File: src/rtl/pwmdb_pkg.sv
`timescale 1ns/1ps
package pwmdb_pkg;

    localparam int ADDR_W = 4;

    localparam logic [ADDR_W-1:0] ADDR_CTRL  = 4'd0;
    localparam logic [ADDR_W-1:0] ADDR_LOAD  = 4'd1;
    localparam logic [ADDR_W-1:0] ADDR_CMPA  = 4'd2;
    localparam logic [ADDR_W-1:0] ADDR_CMPB  = 4'd3;
    localparam logic [ADDR_W-1:0] ADDR_ACTA  = 4'd4;
    localparam logic [ADDR_W-1:0] ADDR_ACTB  = 4'd5;
    localparam logic [ADDR_W-1:0] ADDR_RISE  = 4'd6;
    localparam logic [ADDR_W-1:0] ADDR_FALL  = 4'd7;
    localparam logic [ADDR_W-1:0] ADDR_OUTC  = 4'd8;

    // per-event action on a generator bit
    typedef enum logic [1:0] {
        ACT_KEEP   = 2'b00,
        ACT_TOGGLE = 2'b01,
        ACT_CLR    = 2'b10,
        ACT_SET    = 2'b11
    } act_e;

    // field order is fixed by the action register layout (LSB = on_zero)
    typedef struct packed {
        act_e cmpb_dn;
        act_e cmpb_up;
        act_e cmpa_dn;
        act_e cmpa_up;
        act_e on_load;
        act_e on_zero;
    } act_set_t;

    typedef struct packed {
        logic db_en;
        logic defer_cmp;
        logic defer_load;
        logic updown;
        logic run;
    } ctrl_t;

    typedef struct packed {
        logic flt_lo;
        logic flt_hi;
        logic inv_lo;
        logic inv_hi;
        logic en_lo;
        logic en_hi;
    } outctl_t;

    typedef struct packed {
        logic zero;
        logic load;
        logic cmpa;
        logic cmpb;
        logic up;
    } evt_t;

    // lowest priority first, later non-keep codes override
    function automatic act_e pick_action(evt_t e, act_set_t s);
        act_e a;
        act_e c;
        a = ACT_KEEP;
        if (e.cmpa) begin
            c = e.up ? s.cmpa_up : s.cmpa_dn;
            if (c != ACT_KEEP) a = c;
        end
        if (e.cmpb) begin
            c = e.up ? s.cmpb_up : s.cmpb_dn;
            if (c != ACT_KEEP) a = c;
        end
        if (e.load && s.on_load != ACT_KEEP) a = s.on_load;
        if (e.zero && s.on_zero != ACT_KEEP) a = s.on_zero;
        return a;
    endfunction

    function automatic logic apply_action(act_e a, logic cur);
        logic r;
        case (a)
            ACT_TOGGLE: r = ~cur;
            ACT_CLR:    r = 1'b0;
            ACT_SET:    r = 1'b1;
            default:    r = cur;
        endcase
        return r;
    endfunction

endpackage

File: src/rtl/pwmdb_counter.sv
`timescale 1ns/1ps
module pwmdb_counter
    import pwmdb_pkg::*;
#(
    parameter int CNT_W = 16
) (
    input  logic             clk,
    input  logic             rst,
    input  logic             run,
    input  logic             updown,
    input  logic [CNT_W-1:0] load_v,
    input  logic [CNT_W-1:0] cmpa_v,
    input  logic [CNT_W-1:0] cmpb_v,
    output logic [CNT_W-1:0] cnt,
    output logic             dir_up,
    output evt_t             ev
);

    localparam logic [CNT_W-1:0] ONE  = CNT_W'(1);
    localparam logic [CNT_W-1:0] ZERO = '0;

    logic [CNT_W-1:0] cnt_nx;
    logic             dir_nx;

    always_comb begin
        ev.zero = run && (cnt == ZERO);
        ev.load = run && (cnt == load_v);
        ev.cmpa = run && (cnt == cmpa_v);
        ev.cmpb = run && (cnt == cmpb_v);
        ev.up   = dir_up;
    end

    always_comb begin
        cnt_nx = cnt;
        dir_nx = dir_up;
        if (run) begin
            if (!updown) begin
                dir_nx = 1'b0;
                cnt_nx = (cnt == ZERO) ? load_v : cnt - ONE;
            end else if (load_v == ZERO) begin
                cnt_nx = ZERO;
                dir_nx = 1'b1;
            end else if (dir_up) begin
                if (cnt >= load_v) begin
                    cnt_nx = cnt - ONE;
                    dir_nx = 1'b0;
                end else begin
                    cnt_nx = cnt + ONE;
                end
            end else begin
                if (cnt == ZERO) begin
                    cnt_nx = ONE;
                    dir_nx = 1'b1;
                end else begin
                    cnt_nx = cnt - ONE;
                end
            end
        end
    end

    always_ff @(posedge clk) begin
        if (rst) begin
            cnt    <= ZERO;
            dir_up <= 1'b0;
        end else begin
            cnt    <= cnt_nx;
            dir_up <= dir_nx;
        end
    end

    assert_down_step_R2: assert property (@(posedge clk) disable iff (rst)
        (run && !updown && cnt != ZERO) |=> (cnt == $past(cnt) - ONE));

    assert_stopped_hold_R2: assert property (@(posedge clk) disable iff (rst)
        (!run) |=> $stable(cnt));

    assert_valley_turn_R3: assert property (@(posedge clk) disable iff (rst)
        (run && updown && cnt == ZERO && load_v != ZERO) |=> (cnt == ONE && dir_up));

endmodule

File: src/rtl/pwmdb_actgen.sv
`timescale 1ns/1ps
module pwmdb_actgen
    import pwmdb_pkg::*;
(
    input  logic     clk,
    input  logic     rst,
    input  evt_t     ev,
    input  act_set_t acts,
    output logic     pwm
);

    act_e sel;
    logic any_ev;

    always_comb begin
        sel    = pick_action(ev, acts);
        any_ev = ev.zero | ev.load | ev.cmpa | ev.cmpb;
    end

    always_ff @(posedge clk) begin
        if (rst) pwm <= 1'b0;
        else     pwm <= apply_action(sel, pwm);
    end

    assert_quiet_hold_R5: assert property (@(posedge clk) disable iff (rst)
        (!any_ev) |=> $stable(pwm));

endmodule

File: src/rtl/pwmdb_deadband.sv
`timescale 1ns/1ps
module pwmdb_deadband #(
    parameter int DB_W = 10
) (
    input  logic            clk,
    input  logic            rst,
    input  logic            sig_in,
    input  logic [DB_W-1:0] delay,
    output logic            sig_out
);

    logic [DB_W-1:0] high_len;

    always_ff @(posedge clk) begin
        if (rst)                 high_len <= '0;
        else if (!sig_in)        high_len <= '0;
        else if (high_len < delay) high_len <= high_len + DB_W'(1);
    end

    assign sig_out = sig_in && (high_len >= delay);

    assert_late_rise_R8: assert property (@(posedge clk) disable iff (rst)
        (delay != '0 && $rose(sig_out)) |-> $past(sig_in));

endmodule

File: src/rtl/pwm_deadband_gen.sv
`timescale 1ns/1ps
module pwm_deadband_gen
    import pwmdb_pkg::*;
#(
    parameter int CNT_W = 16,
    parameter int DB_W  = 10
) (
    input  logic              clk,
    input  logic              rst,
    input  logic              wr_en,
    input  logic [ADDR_W-1:0] wr_addr,
    input  logic [CNT_W-1:0]  wr_data,
    input  logic              fault,
    output logic              pwm_hi,
    output logic              pwm_lo,
    output logic [CNT_W-1:0]  cnt_o,
    output logic              dir_up_o,
    output logic              zero_evt,
    output logic              load_evt
);

    localparam int CTRL_W = $bits(ctrl_t);
    localparam int ACT_W  = $bits(act_set_t);
    localparam int OC_W   = $bits(outctl_t);
    localparam int NGEN   = 2;

    ctrl_t            ctrl;
    outctl_t          oc;
    act_set_t         acts [NGEN];
    logic [DB_W-1:0]  db_delay [NGEN];
    logic [CNT_W-1:0] load_sh, load_act;
    logic [CNT_W-1:0] cmpa_sh, cmpa_act;
    logic [CNT_W-1:0] cmpb_sh, cmpb_act;

    evt_t             ev;
    logic [NGEN-1:0]  gen_out;
    logic [NGEN-1:0]  db_in, db_out, pre, pin;
    logic [NGEN-1:0]  en_v, inv_v, flt_v;

    // register file with zero-aligned shadow copy
    always_ff @(posedge clk) begin
        if (rst) begin
            ctrl     <= '0;
            oc       <= '0;
            acts[0]  <= '0;
            acts[1]  <= '0;
            db_delay[0] <= '0;
            db_delay[1] <= '0;
            load_sh  <= '0;
            load_act <= '0;
            cmpa_sh  <= '0;
            cmpa_act <= '0;
            cmpb_sh  <= '0;
            cmpb_act <= '0;
        end else begin
            if (ev.zero) begin
                load_act <= load_sh;
                cmpa_act <= cmpa_sh;
                cmpb_act <= cmpb_sh;
            end
            if (wr_en) begin
                case (wr_addr)
                    ADDR_CTRL: ctrl <= ctrl_t'(wr_data[CTRL_W-1:0]);
                    ADDR_LOAD: begin
                        load_sh <= wr_data;
                        if (!ctrl.defer_load) load_act <= wr_data;
                    end
                    ADDR_CMPA: begin
                        cmpa_sh <= wr_data;
                        if (!ctrl.defer_cmp) cmpa_act <= wr_data;
                    end
                    ADDR_CMPB: begin
                        cmpb_sh <= wr_data;
                        if (!ctrl.defer_cmp) cmpb_act <= wr_data;
                    end
                    ADDR_ACTA: acts[0] <= act_set_t'(wr_data[ACT_W-1:0]);
                    ADDR_ACTB: acts[1] <= act_set_t'(wr_data[ACT_W-1:0]);
                    ADDR_RISE: db_delay[0] <= wr_data[DB_W-1:0];
                    ADDR_FALL: db_delay[1] <= wr_data[DB_W-1:0];
                    ADDR_OUTC: oc <= outctl_t'(wr_data[OC_W-1:0]);
                    default: ;
                endcase
            end
        end
    end

    pwmdb_counter #(.CNT_W(CNT_W)) u_cnt (
        .clk    (clk),
        .rst    (rst),
        .run    (ctrl.run),
        .updown (ctrl.updown),
        .load_v (load_act),
        .cmpa_v (cmpa_act),
        .cmpb_v (cmpb_act),
        .cnt    (cnt_o),
        .dir_up (dir_up_o),
        .ev     (ev)
    );

    assign zero_evt = ev.zero;
    assign load_evt = ev.load;

    // index 0 = high side / generator A, index 1 = low side / generator B
    assign db_in = {~gen_out[0], gen_out[0]};
    assign en_v  = {oc.en_lo,  oc.en_hi};
    assign inv_v = {oc.inv_lo, oc.inv_hi};
    assign flt_v = {oc.flt_lo, oc.flt_hi};

    for (genvar g = 0; g < NGEN; g++) begin : g_chan
        pwmdb_actgen u_gen (
            .clk  (clk),
            .rst  (rst),
            .ev   (ev),
            .acts (acts[g]),
            .pwm  (gen_out[g])
        );

        pwmdb_deadband #(.DB_W(DB_W)) u_db (
            .clk     (clk),
            .rst     (rst),
            .sig_in  (db_in[g]),
            .delay   (db_delay[g]),
            .sig_out (db_out[g])
        );

        assign pre[g] = ctrl.db_en ? db_out[g] : gen_out[g];
        assign pin[g] = en_v[g] & ~(fault & flt_v[g]) & (pre[g] ^ inv_v[g]);
    end

    assign pwm_hi = pin[0];
    assign pwm_lo = pin[1];

    assert_fault_kill_R11: assert property (@(posedge clk) disable iff (rst)
        (fault && oc.flt_hi) |-> !pwm_hi);

    assert_disabled_low_R10: assert property (@(posedge clk) disable iff (rst)
        (!oc.en_lo) |-> !pwm_lo);

    assert_defer_hold_R7: assert property (@(posedge clk) disable iff (rst)
        (ctrl.defer_load && !ev.zero && !(wr_en && wr_addr == ADDR_LOAD))
        |=> $stable(load_act));

    assert_pair_exclusive_R8: assert property (@(posedge clk) disable iff (rst)
        (ctrl.db_en && oc.en_hi && oc.en_lo && !oc.inv_hi && !oc.inv_lo)
        |-> !(pwm_hi && pwm_lo));

endmodule

File: config.mk
export PLATFORM = sky130hd
export DESIGN_NAME = pwm_deadband_gen
export DESIGN_NICKNAME = d
export VERILOG_FILES = /design/src/rtl/pwmdb_pkg.sv /design/src/rtl/pwmdb_counter.sv /design/src/rtl/pwmdb_actgen.sv /design/src/rtl/pwmdb_deadband.sv /design/src/rtl/pwm_deadband_gen.sv
export SDC_FILE = /design/constraint.sdc
export NUM_CORES = 1
export LEC_CHECK = 0
export ABC_AREA = 1
export BUFFER_PORTS_ARGS = -buffer_cell sky130_fd_sc_hd__buf_2
export CAP_MARGIN = 20
export CORE_MARGIN = 2
export CORE_UTILIZATION = 40
export CTS_CLUSTER_SIZE = 30
export DETAILED_ROUTE_END_ITERATION = 16
export PLACE_DENSITY = 0.6
export SLEW_MARGIN = 20
export SYNTH_ARGS = -nofsm -noshare
export SYNTH_HDL_FRONTEND = slang
export SYNTH_SLANG_ARGS = --single-unit
File: constraint.sdc
create_clock -name clk -period 3.1 [get_ports clk]
set_input_delay 0.31 -clock clk [delete_from_list [all_inputs] [get_ports clk]]
set_output_delay 0.31 -clock clk [all_outputs]
set_load 0.005 [all_outputs]
## Word level (Yosys, flattened, before mapping)

Memories as Yosys holds them, arrays and structs flattened.
Cells that the tools add are included.

- Add/sub/neg operators: 4
- Bitwise gates (word level): 16
- $lt $le $gt $ge: 5
- Equal/unequal tests: 17
- Muxes and demuxes: 65
- Reduce and logical (&&, ||, !) cells: 30

Operator list:

| operator | count |
|---|---|
| $mux 16 | 18 |
| $eq 16x16->1 | 3 |
| $logic_not 16->1 | 2 |
| $mux 2 | 16 |
| $mux 1 | 25 |
| $mux 12 | 2 |
| $add 10x1->10 const B | 2 |
| $ge 10x10->1 | 2 |
| $lt 10x10->1 | 2 |
| $mux 10 | 2 |
| $add 16x1->16 const B | 1 |
| $eq 4x3->1 const B | 4 |
| $ge 16x16->1 | 1 |
| $reduce_bool 2->1 | 8 |
| $sub 16x1->16 const B | 1 |
| $logic_and 1x1->1 | 10 |
| $reduce_and 2->1 | 5 |
| $eq 2x2->1 const B | 4 |
| $eq 4x2->1 const B | 2 |
| $and 1x1->1 | 6 |
| $pmux 1 s3 | 2 |
| $reduce_bool 3->1 | 2 |
| $eq 2x1->1 const B | 2 |
| $eq 4x1->1 const B | 1 |
| other kinds (6) | 14 |

- Memories: 2
- Bits of input ports: 24
- RAM bits: 44
- Register bits after elaboration: 146
- Output and inout bits: 21
- Word-level logic and storage cells: 162

Memory list:

| name | depth | width | read ports | clocked after Yosys merged registers in | wr ports | line | RTL |
|---|---|---|---|---|---|---|---|
| acts | 2 | 12 | 2 | 0 | 2 | pwm_deadband_gen.sv:29 | `act_set_t acts [NGEN];` |
| db_delay | 2 | 10 | 2 | 0 | 2 | pwm_deadband_gen.sv:30 | `logic [DB_W-1:0] db_delay [NGEN];` |

## Depth between registers and ports, before layout

- Depth after elaboration: 10
- Depth in mapped cells: 18
- Gate-level depth less buffers: 17

## By module

From an unflattened synthesis, not the netlist that was laid out.

- Cell total of the unflattened synthesis: 1721
- Area, all modules: 11319.6 sq um

By module, submodules not included:

| module | cells each | seq. area each (sq um) | instances | area each (sq um) |
|---|---|---|---|---|
| pwm_deadband_gen | 861 | 3463.3 | 1 | 6299.8 |
| pwmdb_counter | 504 | 340.3 | 1 | 2867.8 |
| pwmdb_deadband | 134 | 200.2 | 2 | 855.8 |
| pwmdb_actgen | 44 | 20.0 | 2 | 220.2 |

## Least setup slack after synthesis

Ideal clock, no wire load.

- Kind: input -> register
- Start: input port wr_en
- End: memory acts[0][12] in the netlist's numbering (enable)
- Buffers on the path: 1
- Arrival time: 1.866 ns
- Setup slack: 0.836 ns
- Setup time: 0.398 ns
- Data required time: 2.702 ns
- Stages on the path: 5
- Path through: clkbuf_1 > inv_1 > nor3_1 > inv_1 > o21ai_0

RTL lines:

| item | line | RTL |
|---|---|---|
| start: declaration | pwm_deadband_gen.sv:10 | `input logic wr_en,` |
| end: declaration | pwm_deadband_gen.sv:29 |  |

==> key figures <==
Die
  – Core area: 0.02525 mm²
  – Rows: 58
  – DIE HEIGHT: 164.6 µm
  – Starting Density: slightly above 40%
  – Die ar.: 0.02709 mm²
  – Ports: 45
  – Die X: 164.6 µm

Synthesis
  – Synth async-reset ratio: 0%
  – Top_reg_cell synth: dfxtp_1
  – #FFs+latches synth: 190
  – Mux cell area share after synthesis: 0.3881%
  – Cells after Synth: 1,412
  – Syn Nets: 1,476
  – Mapped Area: approximately 0.010 mm²
  – Post-synthesis adder-cell area fraction: 4.851%
  – YS warnings: 0
  – Mean Syn Cell Area: around 7.3 µm²
  – Number of synthesized flops with an enable pin: 44
  – Largest family of logic cells by synthesized area: compound AO/OA/AOI/OAI gates
  – Seq/Total Area, Yosys: about 41%
  – Post-synthesis simple-gate area fraction: between 20% and 30%
  – Post-synthesis compound-gate area fraction: between 20% and 30%
  – Synth cell types: 46
  – Synth Area in XOR/XNOR: 2.122%

Cells and area
  – Diodes inserted: 0
  – Most frequent cells in the layout: 284 x nand2_1, 183 x inv_1, 179 x a21oi_1
  – Multi-input logic area: 0.005041 mm²
  – Fillers: 2,593
  – Finished Core Util: 45.41%
  – Nets: 1,505
  – Post-Layout Inst Area: 0.01147 mm²
  – Reg area: 0.004244 mm²
  – Synthesis-to-layout area growth: 11.17%
  – Commonest non-fill, non-tap cell in the layout: nand2_1
  – Layout cell share with drive strength beyond 1: 9.697%

Global routing
  – First-pass GRT wire length: around 48,000 µm
  – Gr ovfl total: 0
  – Antenna violations before repair: 0
  – Number of global-route vias before repair: 8,439
  – Total track usage: 23.05%
  – Largest net degree at the start of global routing: between 60 and 70

Routing
  – Starting DRT DRC Count: about 950
  – Drt wl/cell: 17.21 µm
  – Final WL: a little over 30,000 µm
  – Number of vias per cell: 5.319
  – Vias: 9,489
  – Metal-1 WL: about 15,000 µm
  – WL met2: roughly 13,000 µm
  – Pre-antenna DRT Iters: 5
  – Met3 WL: 1980 µm
  – Top sig layer: met4
  – Remaining DRCs: 0
  – Number of routed nets with antenna violations: 0

Clock tree
  – Clock transition at the registers of the reported paths: around 0.08 ns
  – Clock buffer depth: 2
  – Clock Latency Late Sink: 0.45 ns
  – Clock tree from TritonCTS: yes
  – Root Buffer: clkbuf_16
  – Number of H-tree levels: 4
  – CTS buffer count: 17
  – # clock sinks: 190

Pwr
  – P_sw: 0.001655 W
  – Reg power frac: 47.7%
  – Switch share: around 30%
  – P_int: 0.003928 W
  – PD cells: between 400 and 500 mW/mm²
  – Clock power share: ~39%
  – Leakage: 4.812 nW
  – Max rail drop VDD: 0.4628 mV
  – Combinational fraction of design power: approximately 14%

Placed design
  – Final HPWL DP: 21,950 µm
  – I/O Buffers: 44
  – GP Congestion: 0.9399
  – Post-DP Area: 0.01086 mm²

STA
  – Final Cycle Share: 93.04%
  – Final min period: 2.884 ns
  – Fmax achieved: 346.7 MHz
  – Setup clock skew after layout: 0.01994 ns
  – Setup TNS: 0 ns
  – Final count of hold timing violations: 0
  – Slew @ Worst Pin: 0.7370 ns
  – Setup-failing EPs final: 0
  – RSZ-0062 raised after global routing: false
  – Rel. slew slack: around 50%
  – Slew Viols, Final: 0

Run status
  – Outcome: finished clean

Critical path
  – Crit path depth: 9
  – Worst EP required: 2.79 ns
  – CP cell instances: inv_1 -> ha_1 -> a21oi_1 -> o21a_1 -> nand3_1 -> o21ai_0 -> xor2_1 -> a211oi_2 -> buf_2
  – Top Family by Delay on Critical Path: compound AO/OA/AOI/OAI gates
  – CP peak stage delay: roughly 0.38 ns
  – Max FO, Critical Path: 6
  – Critical Path Slowest Stage Cell: o21ai_0
  – Setup crit start kind: flop
  – Crit path capture type: primary output
  – Worst Reg2Reg Path Length in Cells: 12
  – Critical path buffers and inverters: 2
  – Worst setup path category: reg2out
  – Critical Path AT: 2.57 ns

Worst hold path
  – Worst hold path class: in2reg
  – Worst hold path depth: 3

Job
  – Max Cap Violations: 0
## sequential cells by signal, summed over array words and instances, names as in the netlist
signal                cells
cmpb_act                 16
load_sh                  16
inv_v                     2
flt_v                     2
ctrl                      5
u_cnt.dir_up              1
en_v                      2
g_chan.u_gen.pwm          2
cmpb_sh                  16
g_chan.u_db.high_len     20
cmpa_act                 16
acts                     24
db_delay                 20
load_act                 16
u_cnt.cnt                16
cmpa_sh                  16
## worst min-delay path: stages
cell,delay [ns]
buf_2,0.11
nor2_1,0.06
nor2_1,0.09
## worst paths after layout
check | start | end | slack [ns]
max | db_delay[0][9] | pwm_hi | 0.22
min | wr_data[6] | cmpa_sh[6] | 0.16
max reg2reg | u_cnt.cnt[1] | cmpa_act[9] | 0.40
min reg2reg | load_sh[14] | load_sh[14] | 0.45
## cells by family (layout without fill, tap and decap cells)
logic type | Yosys count | count (layout)
adders and majority gates | 40 | 40
and+or+nand+nor | 497 | 497
DFF | 190 | 190
xor gates and xnor gates | 25 | 25
AOI/OAI and AO/OA | 396 | 396
buffers and inverters | 260 | 302
muxes | 4 | 4
## layer usage
layer | vias up | GRT usage [%]
met5 | - | 0
met4 | 0 | 5.771
met3 | 34 | 3.541
met2 | 296 | 34.82
met1 | 4417 | 34.29
li1 | 4742 | -
## per-stage QoR
stage / power, W / std cells / worst slack (ns) / hold slack (ns)
after floorplan: 0.003230 / 1412 / 0.8360 / 0.4241
after global routing: 0.005824 / 1784 / 0.02812 / 0.1629
after detailed placement: 0.003461 / 1748 / 0.4556 / 0.4466
final: 0.005583 / 1784 / 0.2157 / 0.1642
after CTS: 0.005607 / 1780 / 0.1310 / 0.1493
after global placement: 0.003456 / 1748 / 0.5263 / 0.4377
## power by group through the flow
stage               Clock (W)  Sequential (W)  Combinational (W)
floorplan                   0         0.00270           0.000534
global placement            0         0.00272           0.000737
detailed placement          0         0.00272           0.000741
CTS                   0.00220         0.00266           0.000744
global route          0.00230         0.00267           0.000851
finish                0.00216         0.00266           0.000756
## cell type report
| type | count | area share (%) |
|---|---|---|
| Timing Repair Buffer | 76 | 4.124 |
| Multi-Input combinational cell | 962 | 43.96 |
| Clock buffer | 19 | 3.862 |
| Clock inverter | 13 | 1.069 |
| Inverter | 194 | 6.382 |
| Tap cell | 330 | 3.600 |
| Sequential cell | 190 | 37.01 |
## Yosys cell counts, drive strengths merged, types with 20 or more instances
master  count  area [µm²]
a21oi     179       895.9
ha         40       500.5
nor2      128       505.5
xor2       24       210.2
nand4      21       131.4
clkbuf     49       185.2
o211ai     24       180.2
nand2     288        1101
inv       188       708.2
edfxtp     44        1321
o21ai     165       825.8
dfxtp     146        2923
nor3       20       116.4
nand3      31       167.7
## what timing repair did
action                                  CTS  global route
endpoints found under the setup margin    0             3
setup buffers                             0             4
gates resized for setup                   0             2
hold buffers                              0             0
Note: power is estimated with default switching activity, not from simulation.
